## config.mk

```make
export PLATFORM = sky130hd
export DESIGN_NAME = ciss_issue_arbiter
export DESIGN_NICKNAME = d
export VERILOG_FILES = /design/src/rtl/ciss_pkg.sv /design/src/rtl/ciss_qualify.sv /design/src/rtl/ciss_rr_pick.sv /design/src/rtl/ciss_issue_arbiter.sv
export SDC_FILE = /design/constraint.sdc
export NUM_CORES = 1
export LEC_CHECK = 0
export BUFFER_PORTS_ARGS = -buffer_cell sky130_fd_sc_hd__buf_2
export CAP_MARGIN = 20
export CORE_AREA = 4 4 41 43
export CTS_CLUSTER_SIZE = 24
export DETAILED_ROUTE_END_ITERATION = 10
export DIE_AREA = 0 0 45 47
export HOLD_SLACK_MARGIN = 0.08
export PLACE_DENSITY = 0.65
export SYNTH_ARGS = -nofsm -noshare
export SYNTH_HDL_FRONTEND = slang
export SYNTH_SLANG_ARGS = --single-unit
```

## constraint.sdc

```tcl
create_clock -name clk_i -period 1.86 [get_ports clk_i]
set_input_delay 0.279 -clock clk_i [delete_from_list [all_inputs] [get_ports clk_i]]
set_output_delay 0.279 -clock clk_i [all_outputs]
set_load 0.01 [all_outputs]
```

## src/rtl/ciss_pkg.sv

```systemverilog
package ciss_pkg;
  localparam int unsigned HARD_SLOT = 0;

  function automatic int unsigned wrap_next(input int unsigned v, input int unsigned n);
    return (v + 1 >= n) ? 0 : v + 1;
  endfunction
endpackage

```

## src/rtl/ciss_qualify.sv

```systemverilog
module ciss_qualify #(
  parameter int unsigned NUM_SLOTS = 4
) (
  input  logic [NUM_SLOTS-1:0] ready_i,
  input  logic [NUM_SLOTS-1:0] enable_i,
  output logic                 hard_req_o,
  output logic [NUM_SLOTS-2:0] soft_req_o
);
  logic [NUM_SLOTS-1:0] elig;

  assign elig       = ready_i & enable_i;
  assign hard_req_o = elig[ciss_pkg::HARD_SLOT];
  assign soft_req_o = elig[NUM_SLOTS-1:1];
endmodule

```

## src/rtl/ciss_rr_pick.sv

```systemverilog
module ciss_rr_pick #(
  parameter int unsigned NUM_REQ = 3,
  localparam int unsigned PTR_W  = (NUM_REQ > 1) ? $clog2(NUM_REQ) : 1
) (
  input  logic               clk_i,
  input  logic               rst_ni,
  input  logic [NUM_REQ-1:0] req_i,
  input  logic               block_i,
  output logic [NUM_REQ-1:0] gnt_o
);
  logic [PTR_W-1:0] ptr_q, ptr_d;
  logic [PTR_W-1:0] pick_idx;
  logic             found;

  always_comb begin
    found    = 1'b0;
    pick_idx = '0;
    for (int off = 0; off < int'(NUM_REQ); off++) begin
      int idx;
      idx = int'(ptr_q) + off;
      if (idx >= int'(NUM_REQ)) idx = idx - int'(NUM_REQ);
      if (!found && req_i[idx]) begin
        found    = 1'b1;
        pick_idx = PTR_W'(idx);
      end
    end
  end

  always_comb begin
    gnt_o = '0;
    ptr_d = ptr_q;
    if (found && !block_i) begin
      gnt_o[pick_idx] = 1'b1;
      ptr_d = PTR_W'(ciss_pkg::wrap_next(int'(pick_idx), NUM_REQ));
    end
  end

  always_ff @(posedge clk_i or negedge rst_ni) begin
    if (!rst_ni) ptr_q <= '0;
    else         ptr_q <= ptr_d;
  end
endmodule

```

## src/rtl/ciss_issue_arbiter.sv

```systemverilog
module ciss_issue_arbiter #(
  parameter int unsigned NUM_SLOTS = 4
) (
  input  logic                 clk_i,
  input  logic                 rst_ni,
  input  logic [NUM_SLOTS-1:0] ready_i,
  input  logic [NUM_SLOTS-1:0] enable_i,
  output logic [NUM_SLOTS-1:0] grant_o,
  output logic [NUM_SLOTS-1:0] preempt_o
);
  localparam int unsigned NUM_SOFT = NUM_SLOTS - 1;

  logic                hard_req;
  logic [NUM_SOFT-1:0] soft_req;
  logic [NUM_SOFT-1:0] soft_gnt;

  ciss_qualify #(.NUM_SLOTS(NUM_SLOTS)) u_qual (
    .ready_i   (ready_i),
    .enable_i  (enable_i),
    .hard_req_o(hard_req),
    .soft_req_o(soft_req)
  );

  // hard slot blocks the soft picker and freezes its pointer
  ciss_rr_pick #(.NUM_REQ(NUM_SOFT)) u_pick (
    .clk_i  (clk_i),
    .rst_ni (rst_ni),
    .req_i  (soft_req),
    .block_i(hard_req),
    .gnt_o  (soft_gnt)
  );

  assign grant_o   = {soft_gnt, hard_req};
  assign preempt_o = hard_req ? {soft_req, 1'b0} : '0;
endmodule

```

==> results of run 1 <==
-- cells in the final DEF (no fill, tap or decap), drive strengths merged, types with 2 or more instances in the layout --
master / n
a211o: 2
a21oi: 2
buf: 31
clkbuf: 3
dfrtp: 2
ha: 3
inv: 3
nand2: 4
nand2b: 2
nor2: 7
-- through the flow --
stage / setup WS [ns] / hold WS (ns) / TNS [ns] / power [uW]
floorplan: -0.0370 / -0.0166 / -0.0370 / 530
global placement: -0.155 / 0.0646 / -0.245 / 711
detailed placement: -0.193 / 0.0644 / -0.309 / 726
CTS: -0.318 / 0.360 / -0.709 / 989
global route: -0.398 / 0.389 / -1.03 / 1170
finish: -0.332 / 0.383 / -0.704 / 1070
-- logic make-up (layout without fill, tap and decap cells) --
logic type,after synthesis,after routing,synth area share
AO/OA/AOI/OAI,14,14,0.337
AND/OR/NAND/NOR,19,19,0.286
flip-flops,2,2,0.135
multiplexers,1,1,0.0303
buffers and inverters,6,38,0.101
other,1,1,0.0101
adder cells (fa/ha/maj),3,3,0.101
-- synth_stat cells (2+ instances only) --
| library cell | instances |
|---|---|
| a21oi_1 | 2 |
| nand2b_1 | 2 |
| inv_1 | 3 |
| buf_4 | 2 |
| ha_1 | 3 |
| nand2_1 | 3 |
| nor2_1 | 6 |
| dfrtp_1 | 2 |
| a211o_1 | 2 |
-- final cells by class --
class	count	area, sq um
repair buffers	32	216
fillers	125	626
clock buffers	3	22.5
well taps	15	18.8
inverters	3	11.3
multi-input cells	38	355
flip-flops and latches	2	51.3
-- layer usage --
| metal | share of wire | track usage | wire length (um) |
|---|---|---|---|
| met4 | 0.027 | 0.0877 | 33 |
| met2 | 0.55 | 0.246 | 661 |
| met1 | 0.41 | 0.155 | 495 |
| met5 | 0 | 0 | 0 |
| met3 | 0.015 | 0 | 18 |
-- repair_timing --
| item | 4_1_cts | 5_1_grt |
|---|---|---|
| hold buffers | 1 | 0 |
| endpoints found under the setup margin | 4 | 4 |
| gates resized for setup | 11 | 6 |
| buffers inserted | 5 | 2 |
| pin swaps | 8 | 5 |
| hold endpoints to repair | 2 | 0 |
| cloned | 0 | 0 |
-- critical path, stage by stage (launching register included) --
cell and delay [ns]:
dfrtp_1 0.40, buf_6 0.13, ha_4 0.17, a211o_1 0.31, and4b_4 0.19, a31oi_4 0.18
and3_4 0.22, buf_6 0.09
-- power groups by stage --
stage          combinational [uW]  sequential [uW]  clock, uW
4_1_cts                       800             89.6       99.0
3_3_place_gp                  627             84.3          0
3_5_place_dp                  641             85.1          0
2_1_floorplan                 447             82.7          0
5_1_grt                       970             95.4        104
6_report                      888             91.8       93.3
-- worst max path at each step --
| stage | endpoint | slack, ns | cells past startpoint |
|---|---|---|---|
| 2_1_floorplan | grant_o[1] | -0.04 | 7 |
| 3_3_place_gp | grant_o[1] | -0.15 | 8 |
| 3_5_place_dp | grant_o[1] | -0.19 | 8 |
| 4_1_cts | grant_o[1] | -0.32 | 7 |
| 5_1_grt | grant_o[1] | -0.40 | 8 |
| 6_report | grant_o[1] | -0.33 | 7 |
==> results.txt, run 1 <==
Max Slew Vio Count: 0
initial antenna violation count: 0
Design Area, Final: 676 sq um
Min-Delay Path Class: in -> async
Nets: 93
worst setup margin: -0.332 ns
Final Hold Vio Count: 0
Antenna diodes: 0
GRT overflow: 0
P_sw: 419 uW
Synth-to-Final Area Change: 81.8%
Routed wire per std cell: 13.0 um
register area share after synthesis: 0.135
Net Count, Synth: 59
RSZ-0062 raised after global routing: true
Residual DRC: 0
main area contributors after synthesis: dfrtp_1, ha_1, nor2_1
Largest regs: u_pick.ptr_q: 2 flops
Clock Latency Late Sink: 0.22 ns
H-tree levels: 1
Mapped Cells: 46
Yosys warnings: 0
dpl hpwl: 820 um
Post-synth EDFFs: 0
Die X: 45 um
Die Span Y: 47 um
Clk pwr share: 0.087
crit path time final: 2.19 ns
Non-Filler Instances: 93
Synth top area share: 0.135
area of the core region: 1300 sq um
path depth of the worst reg2reg path: 8
clk sinks: 2
Seq pwr share: 0.085
Largest Register: u_pick.ptr_q
max reg flops: 2
Clk Tree Root Cell: clkbuf_4
number of synthesized register bits: 2
Worst setup startpoint: u_pick.ptr_q[0]
total track usage: 0.134
initial DRC count: 4
Initial Util: 0.286
Main synth FF type: dfrtp_1
CTS tree: yes
outcome: finished with violations
Reg2Reg Setup Slack: 0.04 ns
CP endpoint kind: output port
violated checks: negative setup slack
Vias: 460
share of flip-flops with an asynchronous set or reset: 1.00
type of the worst setup path: reg -> out
syn avg cell area: 8.08 sq um
Worst-path clk slew: 0.03 ns
placed insts: 82
die area: 2120 sq um
P_leak: 0.000324 uW
num ports: 18
Peak Freq: 456 MHz
Int Pwr: 654 uW
first-pass GRT wire length: 2.07 mm
Cell variety after synth: 30
Worst R2R End: u_pick.ptr_q[0]
Logic pwr share: 0.828
Via density: 4.95
PwrDens: 1590 nW/um^2
total wire length: 1.21 mm
Buffers on Ports: 16
pin count of the biggest net entering global routing: 9
Max-Cap Viols: 0
cts bufs inserted: 3
RePlAce Congestion: 0.779
clock buffer depth: 2
count of final setup violators: 3
Rows: 13
post-route ant nets: 0
period utilization: 1.18
Critical Path AT: 1.91 ns
Sw Ratio: 0.391
area leader, netlist: dfrtp_1
peak supply drop: 788 uV
Worst EP required: 1.58 ns
CP Launch Type: register
Crit Path Max Fanout: 8
number of global-route vias before repair: 497
Post-Syn Area: 372 sq um
Clock Skew: 0.00240 ns
ratio of cells with drive above 1 in the final layout: 0.705
Final Util: 0.519
Pre-antenna DRT Iters: 4
Reg-to-Reg Start: u_pick.ptr_q[0]
placed cell areas: 522 sq um
Note: power is estimated with default switching activity, not from simulation.
==> run 2: changes to the inputs <==
- PLACE_DENSITY: 0.65 -> 0.63
- clock period: 1.86 -> 2.7 ns (I/O delays scaled with it)
==> run 2 against run 1 <==
  * The flow now finishes without violations
  * Via count is 14% lower
  * Sequential share of layout area is 2.9 points higher
  * Wire length is 25% lower
  * Core utilization is 15 points lower
  * Clock power is 31% lower
  * Register-to-register slack better by 0.79 ns
  * Largest cell class unchanged
  * Highest routed layer unchanged
==> results.txt, run 2 (synthesis gave the netlist of run 1 again) <==
total wire length: 910 um
CTS resizes: 0
Rows: 13
Vias: 396
Max-Cap Viols: 0
pin count of the biggest net entering global routing: 11
CTS tree: yes
Peak Freq: 397 MHz
Buffers on Ports: 16
type of the worst setup path: reg -> out
clk sinks: 2
CP Launch Type: register
Clock Skew: 0.00238 ns
Largest regs: u_pick.ptr_q: 2 flops
max reg flops: 2
cts bufs inserted: 3
number of fillers in the final layout: 151
ratio of cells with drive above 1 in the final layout: 0.444
period utilization: 0.933
Critical Path AT: 2.11 ns
count of final setup violators: 0
Non-Filler Instances: 78
GRT overflow: 0
Via density: 5.08
initial DRC count: 4
critical path, cell by cell: inv_1 -> ha_1 -> a211o_1 -> and4b_4 -> a31oi_4 -> and3_1 -> buf_2
Worst EP required: 2.30 ns
most frequent cells in the layout: buf_2, nor2_1
total track usage: 0.0956
post-route ant nets: 0
placed cell areas: 444 sq um
Min-Delay Path Class: in -> async
Antenna diodes: 0
clock buffer depth: 2
dpl hpwl: 706 um
Routed wire per std cell: 11.7 um
outcome: completed
Final Hold Vio Count: 0
placed insts: 74
number of global-route vias before repair: 379
num ports: 18
Synth-to-Final Area Change: 28.3%
max incr delay on CP: 0.40 ns
Residual DRC: 0
Crit Path Max Fanout: 9
PwrDens: 943 nW/um^2
commonest non-fill, non-tap cell in the layout: buf_2
peak supply drop: 431 uV
Nets: 78
Clock Latency Late Sink: 0.22 ns
Worst-path clk slew: 0.03 ns
CP endpoint kind: output port
die area: 2120 sq um
Largest Register: u_pick.ptr_q
Die Span Y: 47 um
Pre-antenna DRT Iters: 3
area of the core region: 1300 sq um
P_leak: 0.000242 uW
RePlAce Congestion: 0.779
slowest library cell on the worst path: ha_1
Design Area, Final: 477 sq um
Die X: 45 um
crit path time final: 2.52 ns
H-tree levels: 1
final setup TNS: 0 ns
first-pass GRT wire length: 1.49 mm
Clk Tree Root Cell: clkbuf_4
Max Slew Vio Count: 0
initial antenna violation count: 0
RSZ-0062 raised after global routing: false
Initial Util: 0.286
run 2: changes by cell type in the layout (fill, tap and decap cells not counted), moves of 2 or more:
cell / before / now
buf_6: 3 / 0
inv_2: 2 / 0
ha_1: 0 / 3
buf_4: 13 / 0
inv_1: 1 / 3
ha_4: 3 / 0
run 2: final timing paths:
check                                startpoint  slack, ns  cells after the start         endpoint
worst max-delay path            u_pick.ptr_q[0]       0.18                      7       grant_o[1]
worst min-delay path                     rst_ni       0.50                      2  u_pick.ptr_q[1]
worst min register to register  u_pick.ptr_q[0]       0.52                      1  u_pick.ptr_q[0]
max in group asynchronous                rst_ni       2.10                      2  u_pick.ptr_q[0]
min in group clk_i              u_pick.ptr_q[0]       0.52                      1  u_pick.ptr_q[0]
worst max register to register  u_pick.ptr_q[0]       0.83                      7  u_pick.ptr_q[0]
run 2: layout make-up:
class	instances	area (sq um)	area share
Sequential cell	2	50.0	0.105
Tap cell	15	18.8	0.0394
Multi-Input combinational cell	38	284	0.596
Timing Repair Buffer	17	90.1	0.189
Inverter	3	11.3	0.0236
Clock buffer	3	22.5	0.0472
run 2: metal layers:
metal  GRT usage  wire length (um)
met5           0                 0
met3      0.0115                35
met4      0.0760                 8
met1       0.118               374
met2       0.150               492
run 2: worst max-delay path, delay by kind of cell, from the launching register on:
kind            cells  cell delay, ns
fa+ha+maj           1            0.40
flops               1            0.36
simple gates        2            0.39
buf+inv             2            0.19
compound gates      2            0.56
run 2: where the power goes:
group,total (uW),switching [uW],internal [uW]
registers,56.7,12.0,44.6
clock network,64.7,15.7,48.9
logic,328,174,154
run 2: through the flow:
stage	setup slack, ns	power, uW	hold slack (ns)	util
global placement	0.434	375	0.189	0.341
detailed placement	0.413	383	0.191	0.341
CTS	0.172	454	0.480	0.366
finish	0.182	449	0.503	0.366
global route	0.0653	502	0.517	0.366
floorplan	0.601	331	0.109	-
run 2: timing repair:
item | 4_1_cts | 5_1_grt
endpoints found under the hold margin | 2 | 0
buffers inserted | 0 | 0
hold buffers | 1 | 0
==> run 3: changes to the inputs <==
- SETUP_SLACK_MARGIN: default -> 0.2
==> run 3 against run 2 <==
  * Via count is 1.0% higher
  * Global-route usage up 0.16 points
  * Register-to-register slack better by 0.09 ns
  * Design area is 4.7% higher
  * Non-clock buffer count rose by 1
  * Critical path type unchanged
  * Largest power group unchanged
==> results.txt, run 3 (synthesis gave the netlist of run 1 again) <==
outcome: completed
Final Util: 0.384
Largest Register: u_pick.ptr_q
Clock Latency Late Sink: 0.22 ns
PwrDens: 987 nW/um^2
peak supply drop: 569 uV
clock buffer depth: 2
Clock Skew: 0.00238 ns
Die Span Y: 47 um
type of the worst setup path: reg -> out
Die X: 45 um
Buffers on Ports: 16
M2 GR Usage: 0.158
Setup Slack @ Placement: 0.413 ns
global-route track usage on met3: 0.0115
RePlAce Congestion: 0.779
period utilization: 0.882
initial antenna violation count: 0
Peak Freq: 420 MHz
gr busiest metal: met2
Nets: 79
CP endpoint kind: output port
Largest regs: u_pick.ptr_q: 2 flops
Rows: 13
Worst-path clk slew: 0.03 ns
first-pass GRT wire length: 1.51 mm
Critical Path AT: 1.98 ns
Seq pwr share: 0.121
area of the core region: 1300 sq um
Sw Ratio: 0.437
commonest non-fill, non-tap cell in the layout: buf_2
P_leak: 0.000244 uW
placed cell areas: 444 sq um
num ports: 18
Max-Cap Viols: 0
CP Launch Type: register
pin count of the biggest net entering global routing: 11
dpl hpwl: 706 um
Antenna diodes: 0
total power: 493 uW
number of global-route vias before repair: 384
Logic pwr share: 0.747
Residual DRC: 0
H-tree levels: 1
Via density: 5.06
Clk pwr share: 0.131
Vias: 400
worst setup margin: 0.320 ns
Final Hold Vio Count: 0
total wire length: 964 um
Clk Tree Root Cell: clkbuf_4
Min-Delay Path Class: in -> async
max reg flops: 2
Int Pwr: 278 uW
CTS tree: yes
total track usage: 0.0972
count of final setup violators: 0
Routed wire per std cell: 12.2 um
RSZ-0062 raised after global routing: false
ratio of cells with drive above 1 in the final layout: 0.484
GRT overflow: 0
die area: 2120 sq um
Initial Util: 0.286
clk sinks: 2
crit path time final: 2.38 ns
P_sw: 215 uW
initial DRC count: 3
final setup TNS: 0 ns
Design Area, Final: 499 sq um
met1 Use GR: 0.116
Crit Path Max Fanout: 9
Max Slew Vio Count: 0
Pre-antenna DRT Iters: 4
Synth-to-Final Area Change: 34.3%
post-route ant nets: 0
cts bufs inserted: 3
most frequent cells in the layout: buf_2, nor2_1, inv_1, nand2_1, clkbuf_4
Worst EP required: 2.30 ns
## run 3: cell type report
type                    count  area [sq um]
well taps                  15          18.8
inverters                   3          11.3
clock buffers               3          22.5
fillers                   151           802
multi-input cells          38           299
repair buffers             18          97.6
flip-flops and latches      2          50.0
## run 3: worst paths after layout
kind                                 start         endpoint  slack [ns]  cells after the start
max                        u_pick.ptr_q[0]       grant_o[1]        0.32                      7
min reg2reg                u_pick.ptr_q[0]  u_pick.ptr_q[0]        0.53                      1
max in group asynchronous           rst_ni  u_pick.ptr_q[0]        2.10                      2
min                                 rst_ni  u_pick.ptr_q[1]        0.50                      2
min in group clk_i         u_pick.ptr_q[0]  u_pick.ptr_q[0]        0.53                      1
max reg2reg                u_pick.ptr_q[0]  u_pick.ptr_q[0]        0.92                      7
## run 3: power groups by stage
| stage | sequential [uW] | combinational (uW) | clock, uW |
|---|---|---|---|
| after floorplan | 54.6 | 276 | 0 |
| after global placement | 56.3 | 319 | 0 |
| after detailed placement | 56.8 | 326 | 0 |
| after CTS | 56.7 | 333 | 69.0 |
| after global routing | 62.8 | 408 | 71.3 |
| final | 59.8 | 368 | 64.7 |
## run 3: critical path: stages (launching register included)
cell	delay, ns
dfrtp_1	0.39
inv_1	0.13
ha_4	0.25
a211o_1	0.32
and4b_4	0.19
a31oi_4	0.18
and3_1	0.18
buf_2	0.12
## run 3: layer usage
| layer | part of all wire | vias up |
|---|---|---|
| met1 | 0.42 | 184 |
| met3 | 0.034 | 2 |
| met4 | 0.011 | 0 |
| li1 | - | 203 |
| met2 | 0.54 | 11 |
| met5 | 0 | - |
## run 3: metrics by stage
| stage | std cells | hold WS, ns |
|---|---|---|
| 3_5_place_dp | 74 | 0.191 |
| 3_3_place_gp | 74 | 0.189 |
| 4_1_cts | 78 | 0.480 |
| 5_1_grt | 79 | 0.517 |
| 6_report | 79 | 0.503 |
| 2_1_floorplan | 46 | 0.109 |
## run 3: repair_timing
item	CTS	global route
setup endpoints to repair	1	1
resized for setup	1	2
hold buffers	1	0
buffers inserted	0	1
endpoints found under the hold margin	2	0
pin swaps	0	1
cloned	0	0
